===== src/rtl/dmaf_pkg.sv =====
package dmaf_pkg;

  // Width helper that never returns zero.
  function automatic int unsigned bits_for(int unsigned n);
    return (n <= 1) ? 1 : $clog2(n);
  endfunction

  // Registered outcome of a consumer read.
  typedef enum logic [1:0] {
    RD_NONE = 2'd0,
    RD_PASS = 2'd1,
    RD_MISS = 2'd2
  } rd_res_e;

endpackage


===== src/rtl/dmaf_issuer.sv =====
module dmaf_issuer #(
  parameter int ADDR_W  = 16,
  parameter int MAX_REQ = 4,
  parameter int LEN_W   = $clog2(MAX_REQ + 1)
) (
  input  logic              clk,
  input  logic              rst,
  input  logic              start_i,
  input  logic [ADDR_W-1:0] start_addr_i,
  input  logic [ADDR_W-1:0] start_len_i,
  input  logic              stop_i,
  input  logic              fire_i,
  output logic [ADDR_W-1:0] cand_addr_o,
  output logic [LEN_W-1:0]  cand_len_o,
  output logic              eob_o,
  output logic              eob_evt_o,
  output logic              start_err_o
);

  logic [ADDR_W-1:0] next_q;
  logic [ADDR_W-1:0] end_q;
  logic [ADDR_W-1:0] remain;
  logic              last_req;
  logic              start_ok;
  logic              eob_evt_q;
  logic              start_err_q;

  assign remain = end_q - next_q;
  assign eob_o  = (next_q == end_q);

  always_comb begin
    if (remain < ADDR_W'(MAX_REQ)) cand_len_o = LEN_W'(remain);
    else                           cand_len_o = LEN_W'(MAX_REQ);
  end

  assign cand_addr_o = next_q;
  assign last_req    = (ADDR_W'(cand_len_o) == remain);
  assign start_ok    = start_i && !stop_i && eob_o && (start_len_i != '0);

  always_ff @(posedge clk) begin
    if (rst) begin
      next_q      <= '0;
      end_q       <= '0;
      eob_evt_q   <= 1'b0;
      start_err_q <= 1'b0;
    end else begin
      if (stop_i) begin
        next_q <= end_q;
      end else if (start_ok) begin
        next_q <= start_addr_i;
        end_q  <= start_addr_i + start_len_i;
      end else if (fire_i) begin
        next_q <= next_q + ADDR_W'(cand_len_o);
      end
      eob_evt_q   <= fire_i && last_req && !stop_i;
      start_err_q <= start_i && !stop_i && !start_ok;
    end
  end

  assign eob_evt_o   = eob_evt_q;
  assign start_err_o = start_err_q;

endmodule


===== src/rtl/dmaf_slots.sv =====
module dmaf_slots #(
  parameter int MAX_PEND = 4,
  parameter int MAX_REQ  = 4,
  parameter int LEN_W    = $clog2(MAX_REQ + 1),
  parameter int TAG_W    = dmaf_pkg::bits_for(MAX_PEND),
  parameter int PCNT_W   = $clog2(MAX_PEND + 1)
) (
  input  logic                 clk,
  input  logic                 rst,
  input  logic                 alloc_i,
  input  logic [LEN_W-1:0]     alloc_len_i,
  input  logic                 kill_i,
  input  logic                 rsp_valid_i,
  input  logic [TAG_W-1:0]     rsp_tag_i,
  input  logic [8*MAX_REQ-1:0] rsp_data_i,
  output logic [TAG_W-1:0]     alloc_tag_o,
  output logic                 slot_free_o,
  output logic [PCNT_W-1:0]    pend_cnt_o,
  output logic                 retire_o,
  output logic                 retire_keep_o,
  output logic [LEN_W-1:0]     retire_len_o,
  output logic [8*MAX_REQ-1:0] retire_data_o
);

  logic [TAG_W-1:0]     head_q;
  logic [TAG_W-1:0]     tail_q;
  logic [PCNT_W-1:0]    cnt_q;
  logic                 done_q [MAX_PEND];
  logic                 drop_q [MAX_PEND];
  logic [LEN_W-1:0]     len_q  [MAX_PEND];
  logic [8*MAX_REQ-1:0] data_q [MAX_PEND];

  function automatic logic [TAG_W-1:0] bump(logic [TAG_W-1:0] p);
    return (p == TAG_W'(MAX_PEND - 1)) ? '0 : p + 1'b1;
  endfunction

  assign slot_free_o   = (cnt_q != PCNT_W'(MAX_PEND));
  assign alloc_tag_o   = tail_q;
  assign pend_cnt_o    = cnt_q;
  assign retire_o      = (cnt_q != '0) && done_q[head_q];
  assign retire_keep_o = !drop_q[head_q] && !kill_i;
  assign retire_len_o  = len_q[head_q];
  assign retire_data_o = data_q[head_q];

  always_ff @(posedge clk) begin
    if (rst) begin
      head_q <= '0;
      tail_q <= '0;
      cnt_q  <= '0;
    end else begin
      if (alloc_i)  tail_q <= bump(tail_q);
      if (retire_o) head_q <= bump(head_q);
      cnt_q <= cnt_q + PCNT_W'(alloc_i) - PCNT_W'(retire_o);
    end
  end

  // Per-slot completion and discard flags.
  always_ff @(posedge clk) begin
    if (rst) begin
      for (int i = 0; i < MAX_PEND; i++) begin
        done_q[i] <= 1'b0;
        drop_q[i] <= 1'b0;
      end
    end else begin
      for (int i = 0; i < MAX_PEND; i++) begin
        if (alloc_i && tail_q == TAG_W'(i)) begin
          done_q[i] <= 1'b0;
          drop_q[i] <= kill_i;
        end else begin
          if (rsp_valid_i && rsp_tag_i == TAG_W'(i)) done_q[i] <= 1'b1;
          if (retire_o && head_q == TAG_W'(i))       done_q[i] <= 1'b0;
          if (kill_i)                                drop_q[i] <= 1'b1;
        end
      end
    end
  end

  // Slot payload storage, no reset needed.
  always_ff @(posedge clk) begin
    for (int i = 0; i < MAX_PEND; i++) begin
      if (alloc_i && tail_q == TAG_W'(i)) len_q[i] <= alloc_len_i;
      if (rsp_valid_i && rsp_tag_i == TAG_W'(i)) data_q[i] <= rsp_data_i;
    end
  end

endmodule


===== src/rtl/dmaf_bytefifo.sv =====
module dmaf_bytefifo #(
  parameter int DEPTH  = 16,
  parameter int WR_MAX = 4,
  parameter int RD_MAX = 4,
  parameter int CNT_W  = $clog2(DEPTH + 1),
  parameter int WL_W   = $clog2(WR_MAX + 1),
  parameter int RL_W   = $clog2(RD_MAX + 1),
  parameter int PTR_W  = dmaf_pkg::bits_for(DEPTH)
) (
  input  logic                clk,
  input  logic                rst,
  input  logic                push_i,
  input  logic [WL_W-1:0]     push_len_i,
  input  logic [8*WR_MAX-1:0] push_data_i,
  input  logic                flush_i,
  input  logic                rd_req_i,
  input  logic [RL_W-1:0]     rd_len_i,
  output logic [CNT_W-1:0]    count_o,
  output logic                rd_ok_o,
  output logic                rd_fail_o,
  output logic [8*RD_MAX-1:0] rd_data_o
);
  import dmaf_pkg::*;

  logic [7:0]       mem_q  [DEPTH];
  logic [7:0]       lane_q [RD_MAX];
  logic [PTR_W-1:0] wptr_q;
  logic [PTR_W-1:0] rptr_q;
  logic [CNT_W-1:0] cnt_q;
  rd_res_e          res_q;
  logic             pop;
  logic [CNT_W-1:0] push_n;
  logic [CNT_W-1:0] pop_n;

  assign pop    = rd_req_i && !flush_i && (rd_len_i != '0) && (cnt_q >= CNT_W'(rd_len_i));
  assign push_n = push_i ? CNT_W'(push_len_i) : '0;
  assign pop_n  = pop ? CNT_W'(rd_len_i) : '0;

  always_ff @(posedge clk) begin
    if (rst) begin
      wptr_q <= '0;
      rptr_q <= '0;
      cnt_q  <= '0;
      res_q  <= RD_NONE;
    end else begin
      wptr_q <= wptr_q + PTR_W'(push_n);
      if (flush_i) begin
        rptr_q <= wptr_q;
        cnt_q  <= push_n;
      end else begin
        rptr_q <= rptr_q + PTR_W'(pop_n);
        cnt_q  <= cnt_q + push_n - pop_n;
      end
      if (!rd_req_i) res_q <= RD_NONE;
      else           res_q <= pop ? RD_PASS : RD_MISS;
    end
  end

  always_ff @(posedge clk) begin
    for (int k = 0; k < WR_MAX; k++) begin
      if (push_i && WL_W'(k) < push_len_i)
        mem_q[wptr_q + PTR_W'(k)] <= push_data_i[8*k +: 8];
    end
  end

  always_ff @(posedge clk) begin
    for (int k = 0; k < RD_MAX; k++) begin
      lane_q[k] <= (pop && RL_W'(k) < rd_len_i) ? mem_q[rptr_q + PTR_W'(k)] : 8'h00;
    end
  end

  for (genvar k = 0; k < RD_MAX; k++) begin : g_lane
    assign rd_data_o[8*k +: 8] = lane_q[k];
  end

  assign count_o   = cnt_q;
  assign rd_ok_o   = (res_q == RD_PASS);
  assign rd_fail_o = (res_q == RD_MISS);

endmodule


===== src/rtl/dma_read_fifo.sv =====
module dma_read_fifo #(
  parameter int ADDR_W     = 16,
  parameter int FIFO_BYTES = 16,
  parameter int MAX_REQ    = 4,
  parameter int MAX_PEND   = 4,
  parameter int RD_MAX     = 4,
  localparam int LEN_W     = $clog2(MAX_REQ + 1),
  localparam int TAG_W     = dmaf_pkg::bits_for(MAX_PEND),
  localparam int RL_W      = $clog2(RD_MAX + 1)
) (
  input  logic                 clk,
  input  logic                 rst,
  input  logic                 start_i,
  input  logic [ADDR_W-1:0]    start_addr_i,
  input  logic [ADDR_W-1:0]    start_len_i,
  input  logic                 stop_i,
  input  logic                 flush_i,
  output logic                 req_valid_o,
  input  logic                 req_ready_i,
  output logic [ADDR_W-1:0]    req_addr_o,
  output logic [LEN_W-1:0]     req_len_o,
  output logic [TAG_W-1:0]     req_tag_o,
  input  logic                 rsp_valid_i,
  input  logic [TAG_W-1:0]     rsp_tag_i,
  input  logic [8*MAX_REQ-1:0] rsp_data_i,
  input  logic                 rd_req_i,
  input  logic [RL_W-1:0]      rd_len_i,
  output logic                 rd_ok_o,
  output logic                 rd_fail_o,
  output logic [8*RD_MAX-1:0]  rd_data_o,
  output logic                 eob_o,
  output logic                 active_o,
  output logic                 eob_evt_o,
  output logic                 idle_evt_o,
  output logic                 start_err_o
);

  localparam int CNT_W  = $clog2(FIFO_BYTES + 1);
  localparam int PCNT_W = $clog2(MAX_PEND + 1);

  logic [LEN_W-1:0]     cand_len;
  logic                 fire;
  logic                 slot_free;
  logic [PCNT_W-1:0]    pend_cnt;
  logic                 retire;
  logic                 retire_keep;
  logic [LEN_W-1:0]     retire_len;
  logic [8*MAX_REQ-1:0] retire_data;
  logic                 push;
  logic [CNT_W-1:0]     fifo_cnt;
  logic [CNT_W-1:0]     reserved_q;
  logic [CNT_W:0]       room;
  logic                 was_active_q;

  dmaf_issuer #(.ADDR_W(ADDR_W), .MAX_REQ(MAX_REQ), .LEN_W(LEN_W)) u_issue (
    .clk         (clk),
    .rst         (rst),
    .start_i     (start_i),
    .start_addr_i(start_addr_i),
    .start_len_i (start_len_i),
    .stop_i      (stop_i),
    .fire_i      (fire),
    .cand_addr_o (req_addr_o),
    .cand_len_o  (cand_len),
    .eob_o       (eob_o),
    .eob_evt_o   (eob_evt_o),
    .start_err_o (start_err_o)
  );

  dmaf_slots #(.MAX_PEND(MAX_PEND), .MAX_REQ(MAX_REQ), .LEN_W(LEN_W),
               .TAG_W(TAG_W), .PCNT_W(PCNT_W)) u_slots (
    .clk          (clk),
    .rst          (rst),
    .alloc_i      (fire),
    .alloc_len_i  (cand_len),
    .kill_i       (stop_i),
    .rsp_valid_i  (rsp_valid_i),
    .rsp_tag_i    (rsp_tag_i),
    .rsp_data_i   (rsp_data_i),
    .alloc_tag_o  (req_tag_o),
    .slot_free_o  (slot_free),
    .pend_cnt_o   (pend_cnt),
    .retire_o     (retire),
    .retire_keep_o(retire_keep),
    .retire_len_o (retire_len),
    .retire_data_o(retire_data)
  );

  assign push = retire && retire_keep;

  dmaf_bytefifo #(.DEPTH(FIFO_BYTES), .WR_MAX(MAX_REQ), .RD_MAX(RD_MAX),
                  .CNT_W(CNT_W), .WL_W(LEN_W), .RL_W(RL_W)) u_fifo (
    .clk        (clk),
    .rst        (rst),
    .push_i     (push),
    .push_len_i (retire_len),
    .push_data_i(retire_data),
    .flush_i    (flush_i),
    .rd_req_i   (rd_req_i),
    .rd_len_i   (rd_len_i),
    .count_o    (fifo_cnt),
    .rd_ok_o    (rd_ok_o),
    .rd_fail_o  (rd_fail_o),
    .rd_data_o  (rd_data_o)
  );

  // Bytes not yet stored nor booked by an outstanding request.
  assign room = (CNT_W+1)'(FIFO_BYTES) - {1'b0, fifo_cnt} - {1'b0, reserved_q};

  assign req_valid_o = !eob_o && slot_free && (room >= (CNT_W+1)'(cand_len));
  assign req_len_o   = cand_len;
  assign fire        = req_valid_o && req_ready_i;

  always_ff @(posedge clk) begin
    if (rst) begin
      reserved_q <= '0;
    end else if (stop_i) begin
      reserved_q <= '0;
    end else begin
      reserved_q <= reserved_q + (fire ? CNT_W'(cand_len) : '0)
                               - (push ? CNT_W'(retire_len) : '0);
    end
  end

  assign active_o = !(eob_o && pend_cnt == '0);

  always_ff @(posedge clk) begin
    if (rst) was_active_q <= 1'b0;
    else     was_active_q <= active_o;
  end

  assign idle_evt_o = was_active_q && !active_o;

endmodule


===== config.mk =====
export PLATFORM = sky130hd
export DESIGN_NAME = dma_read_fifo
export DESIGN_NICKNAME = d
export VERILOG_FILES = /design/src/rtl/dmaf_pkg.sv /design/src/rtl/dmaf_issuer.sv /design/src/rtl/dmaf_slots.sv /design/src/rtl/dmaf_bytefifo.sv /design/src/rtl/dma_read_fifo.sv
export SDC_FILE = /design/constraint.sdc
export NUM_CORES = 1
export LEC_CHECK = 0
export BUFFER_PORTS_ARGS = -buffer_cell sky130_fd_sc_hd__buf_2
export CORE_MARGIN = 2
export CORE_UTILIZATION = 35
export DETAILED_ROUTE_END_ITERATION = 7
export GPL_ROUTABILITY_DRIVEN = 0
export PLACE_DENSITY_LB_ADDON = 0.3
export SYNTH_ARGS = -nofsm -noshare
export SYNTH_HDL_FRONTEND = slang
export SYNTH_SLANG_ARGS = --single-unit

===== constraint.sdc =====
create_clock -name clk -period 6.6 [get_ports clk]
set_clock_uncertainty 0.05 [all_clocks]
set_input_delay 0.99 -clock clk [delete_from_list [all_inputs] [get_ports clk]]
set_output_delay 0.99 -clock clk [all_outputs]
set_load 0.02 [all_outputs]

==> results_dict.tcl <==
set metrics [dict create \
    viasPerCell 5.903 \
    fin_ws_ps 492.4 \
    start_util_pct 35.43 \
    clock_sinks 372 \
    power_frac_comb_pct 41.3 \
    clkTransAtPathRegs_ps 60 \
    path_max_fanout 11 \
    avgSynthCellArea_um2 11.48 \
    hpwlAfterDp_um 56320 \
    wirelength_um 76770 \
    synth_seq_cells 372 \
    area_delta_synth_final_pct 13.05 \
    grt_max_degree 69 \
    core_um2 70270 \
    drt_pass1_iterations 5 \
    clkLatencyLatePin_ps 600 \
    post_drt_wl_per_cell_um 23.83 \
    antenna_found_initial 8 \
    ir_drop_mv 0.1763 \
    ys_seq_area_share_pct 41.01 \
    cp.arrival_ps 6500 \
    drv_cap 0 \
    critPathLaunchType "register" \
    drive_gt1_share_pct 25.44 \
    synth_ff_type "edfxtp_1" \
    final_core_util_pct 40.05 \
    drv_slew 0 \
    numCtsBuffers 44 \
    crit_buf_inv 5 \
    synth_cell_types 89 \
    post-route-period-util_pct 92.54 \
    grt_pass1_vias 18394 \
    min_period_ps 6108 \
    leakage_nw 9.518 \
    outcome "complete, no violations" \
    critical-path-slowest-cell "fa_1" \
    max_freq_mhz 163.7 \
    max_stage_delay_ps 420 \
    synthCells 2169 \
    p_sw_mw 3.453 \
    worst_ep_required_time_ps 6990 \
    fp.dieW_um 270.7 \
    port_buffers 137 \
    clk_path_buf_depth 3 \
    cts_tree "done" \
    grt_setup_unrepaired "no" \
    die_h_um 270.7 \
    pre_cts_slack_ps 299.1 \
    ant_nets 0 \
    critPathTopFamily "compound AO/OA/AOI/OAI gates" \
    yosysWarningCount 0 \
    crit_type "reg -> reg" \
    pwr-share-seq_pct 31.8 \
    hold_class "reg -> reg" \
    cts_hold_buf 0 \
    worstMarginPinSlew_ps 1315 \
    postSynth.asyncResetShare_pct 0 \
    power_frac_clock_pct 26.9 \
    internal-power_mw 5.788 \
    synth_area_um2 24900 \
    cts_root_buf "clkbuf_16" \
    fill_cells 6598 \
    grt_use_total_pct 20.72 \
    fin_hold_ws_ps 425.7 \
    drt_iter0_markers 1924 \
    setup_viol 0 \
    powerDensity_nw_per_um2 328.3 \
    slew-limit-headroom_pct 11.77 \
    htreeDepth 2 \
    rows 97 \
    dieArea_um2 73280 \
    grt_pass1_wl_um 116900 \
    finish.net_count 2416 \
    drc_errors 0 \
    endpoint_kind "register" \
    hold_violations 0 \
    boundaryPins 138 \
    grt-ovfl-total 0 \
    sw_frac_of_total_pct 37.37 \
    num_vias 19015 \
    synth_fp_nets 2339 \
    setup_tns_ps 0 \
    synth_edf_count 276 \
]
==> kinds of logic (layout without fill, tap and decap cells) <==
group	Yosys count	after routing	share of synthesized area [%]
buffers and inverters	244	355	3.855
adders and majority gates	93	93	5.066
other	0	1	0
and+or+nand+nor	594	594	11.47
DFF	372	372	41.01
muxes	407	407	26.64
AOI/OAI and AO/OA	419	419	10.55
xor gates and xnor gates	40	40	1.407
==> metrics by stage <==
| step | power (mW) | std cells | area, µm² |
|---|---|---|---|
| after floorplan | 5.675 | 2169 | 24900 |
| after global placement | 6.635 | 3139 | 26640 |
| after detailed placement | 6.713 | 3139 | 26640 |
| after CTS | 9.218 | 3219 | 28120 |
| after global routing | 9.752 | 3220 | 28140 |
| final | 9.241 | 3221 | 28150 |
==> sequential cells by signal, summed over array words and instances (netlist names), 2 cells and up, named ones only <==
signal / flops
reserved_q: 5
u_fifo.count_o: 5
u_fifo.lane_q: 32
u_fifo.mem_q: 128
u_fifo.res_q: 2
u_fifo.rptr_q: 4
u_fifo.wptr_q: 4
u_issue.cand_addr_o: 15
u_issue.end_q: 16
u_slots.alloc_tag_o: 2
u_slots.data_q: 128
u_slots.done_q: 4
u_slots.drop_q: 4
u_slots.head_q: 2
u_slots.len_q: 12
u_slots.pend_cnt_o: 3
==> worst register-to-register path: cells and delay by family (launching register included) <==
| kind | cells | cell delay [ps] |
|---|---|---|
| buf+inv | 5 | 580 |
| flops | 1 | 400 |
| xor+xnor | 1 | 160 |
| simple gates | 9 | 1440 |
| compound gates | 8 | 1850 |
| fa+ha+maj | 5 | 1520 |
==> placed cells by master (no fill, tap or decap), types with 8 or more instances in the layout <==
master / instances
nor2_1: 104
o31ai_1: 9
nor2b_1: 32
o21ai_0: 178
nand4_1: 14
mux4_2: 197
clkbuf_16: 45
nand2b_1: 17
mux2i_1: 135
a21oi_1: 67
clkinv_2: 8
and3_1: 20
or3_1: 11
o211ai_1: 8
and2_1: 23
nor4_1: 11
a211oi_1: 37
ha_1: 80
nor3_1: 47
clkinv_1: 8
buf_2: 137
mux2_2: 75
nand2_1: 243
buf_4: 54
inv_1: 80
dfxtp_1: 92
o21ai_1: 8
xor2_1: 20
a21o_1: 36
o21a_1: 12
nand3_1: 22
fa_1: 13
xnor2_1: 18
edfxtp_1: 276
==> power groups by stage <==
stage | logic (mW) | clock network [mW] | registers [mW]
floorplan | 2.69 | 0 | 2.99
global placement | 3.66 | 0 | 2.97
CTS | 3.75 | 2.53 | 2.94
finish | 3.82 | 2.48 | 2.94
global route | 4.16 | 2.63 | 2.97
detailed placement | 3.72 | 0 | 2.99
==> repair_timing <==
action                                  4_1_cts  5_1_grt
gates resized for setup                       0        3
endpoints found under the setup margin        0        4
setup buffers                                 0        1
==> worst paths after layout <==
path	cells after the start	slack (ps)	end	from
setup reg to reg	28	490	reserved_q[3]	register
hold reg to reg	2	430	u_issue.end_q[0]	u_issue.end_q[0]
hold / removal	2	430	u_issue.end_q[0]	u_issue.end_q[0]
setup / recovery	28	490	reserved_q[3]	register
==> synthesized netlist by cell type (5+ instances only) <==
| cell | instances | share of area (%) |
|---|---|---|
| ha_1 | 80 | 4.0 |
| mux2i_1 | 135 | 5.4 |
| mux4_2 | 197 | 18 |
| clkbuf_1 | 101 | 1.5 |
| a21oi_1 | 67 | 1.3 |
| nand3_1 | 22 | 0.44 |
| fa_1 | 13 | 1.0 |
| xnor2_1 | 19 | 0.67 |
| nor4_1 | 16 | 0.40 |
| and2_1 | 23 | 0.58 |
| o21ai_0 | 185 | 3.7 |
| a21o_1 | 36 | 1.1 |
| inv_1 | 80 | 1.2 |
| o211ai_1 | 8 | 0.24 |
| xor2_1 | 21 | 0.74 |
| mux2_2 | 75 | 3.4 |
| o31ai_1 | 9 | 0.27 |
| nor3_1 | 49 | 0.99 |
| nor2b_1 | 32 | 0.80 |
| nor3b_1 | 6 | 0.18 |
| edfxtp_1 | 276 | 33 |
| o21a_1 | 12 | 0.36 |
| nor2_1 | 106 | 1.6 |
| nand2_1 | 243 | 3.7 |
| a211oi_1 | 37 | 1.1 |
| a2111o_1 | 5 | 0.23 |
| dfxtp_1 | 96 | 7.7 |
| or3_1 | 11 | 0.28 |
| buf_2 | 23 | 0.46 |
| buf_1 | 33 | 0.50 |
| nand4_1 | 14 | 0.35 |
| and3_1 | 21 | 0.53 |
| nand2b_1 | 17 | 0.43 |
==> final cells by class <==
| cell class | count | area [µm²] | share of cell area, % |
|---|---|---|---|
| Inverter | 84 | 317.8 | 1.129 |
| Multi-Input combinational cell | 1553 | 13860 | 49.24 |
| Timing Repair Buffer | 191 | 1091 | 3.876 |
| Clock inverter | 30 | 335.3 | 1.191 |
| Antenna cell | 1 | 2.502 | 0.008891 |
| Tap cell | 940 | 1176 | 4.179 |
| Sequential cell | 372 | 10220 | 36.31 |
| Clock buffer | 50 | 1145 | 4.068 |
==> layer usage <==
metal / GRT usage [%] / part of all wire [%] / up-vias
met5: 0 / 0.091 / -
met4: 6.325 / 2.8 / 12
met3: 4.580 / 9.4 / 149
met2: 31.75 / 45 / 989
met1: 29.24 / 43 / 9408
li1: - / - / 8457
Power figures use the tool's default switching activity.
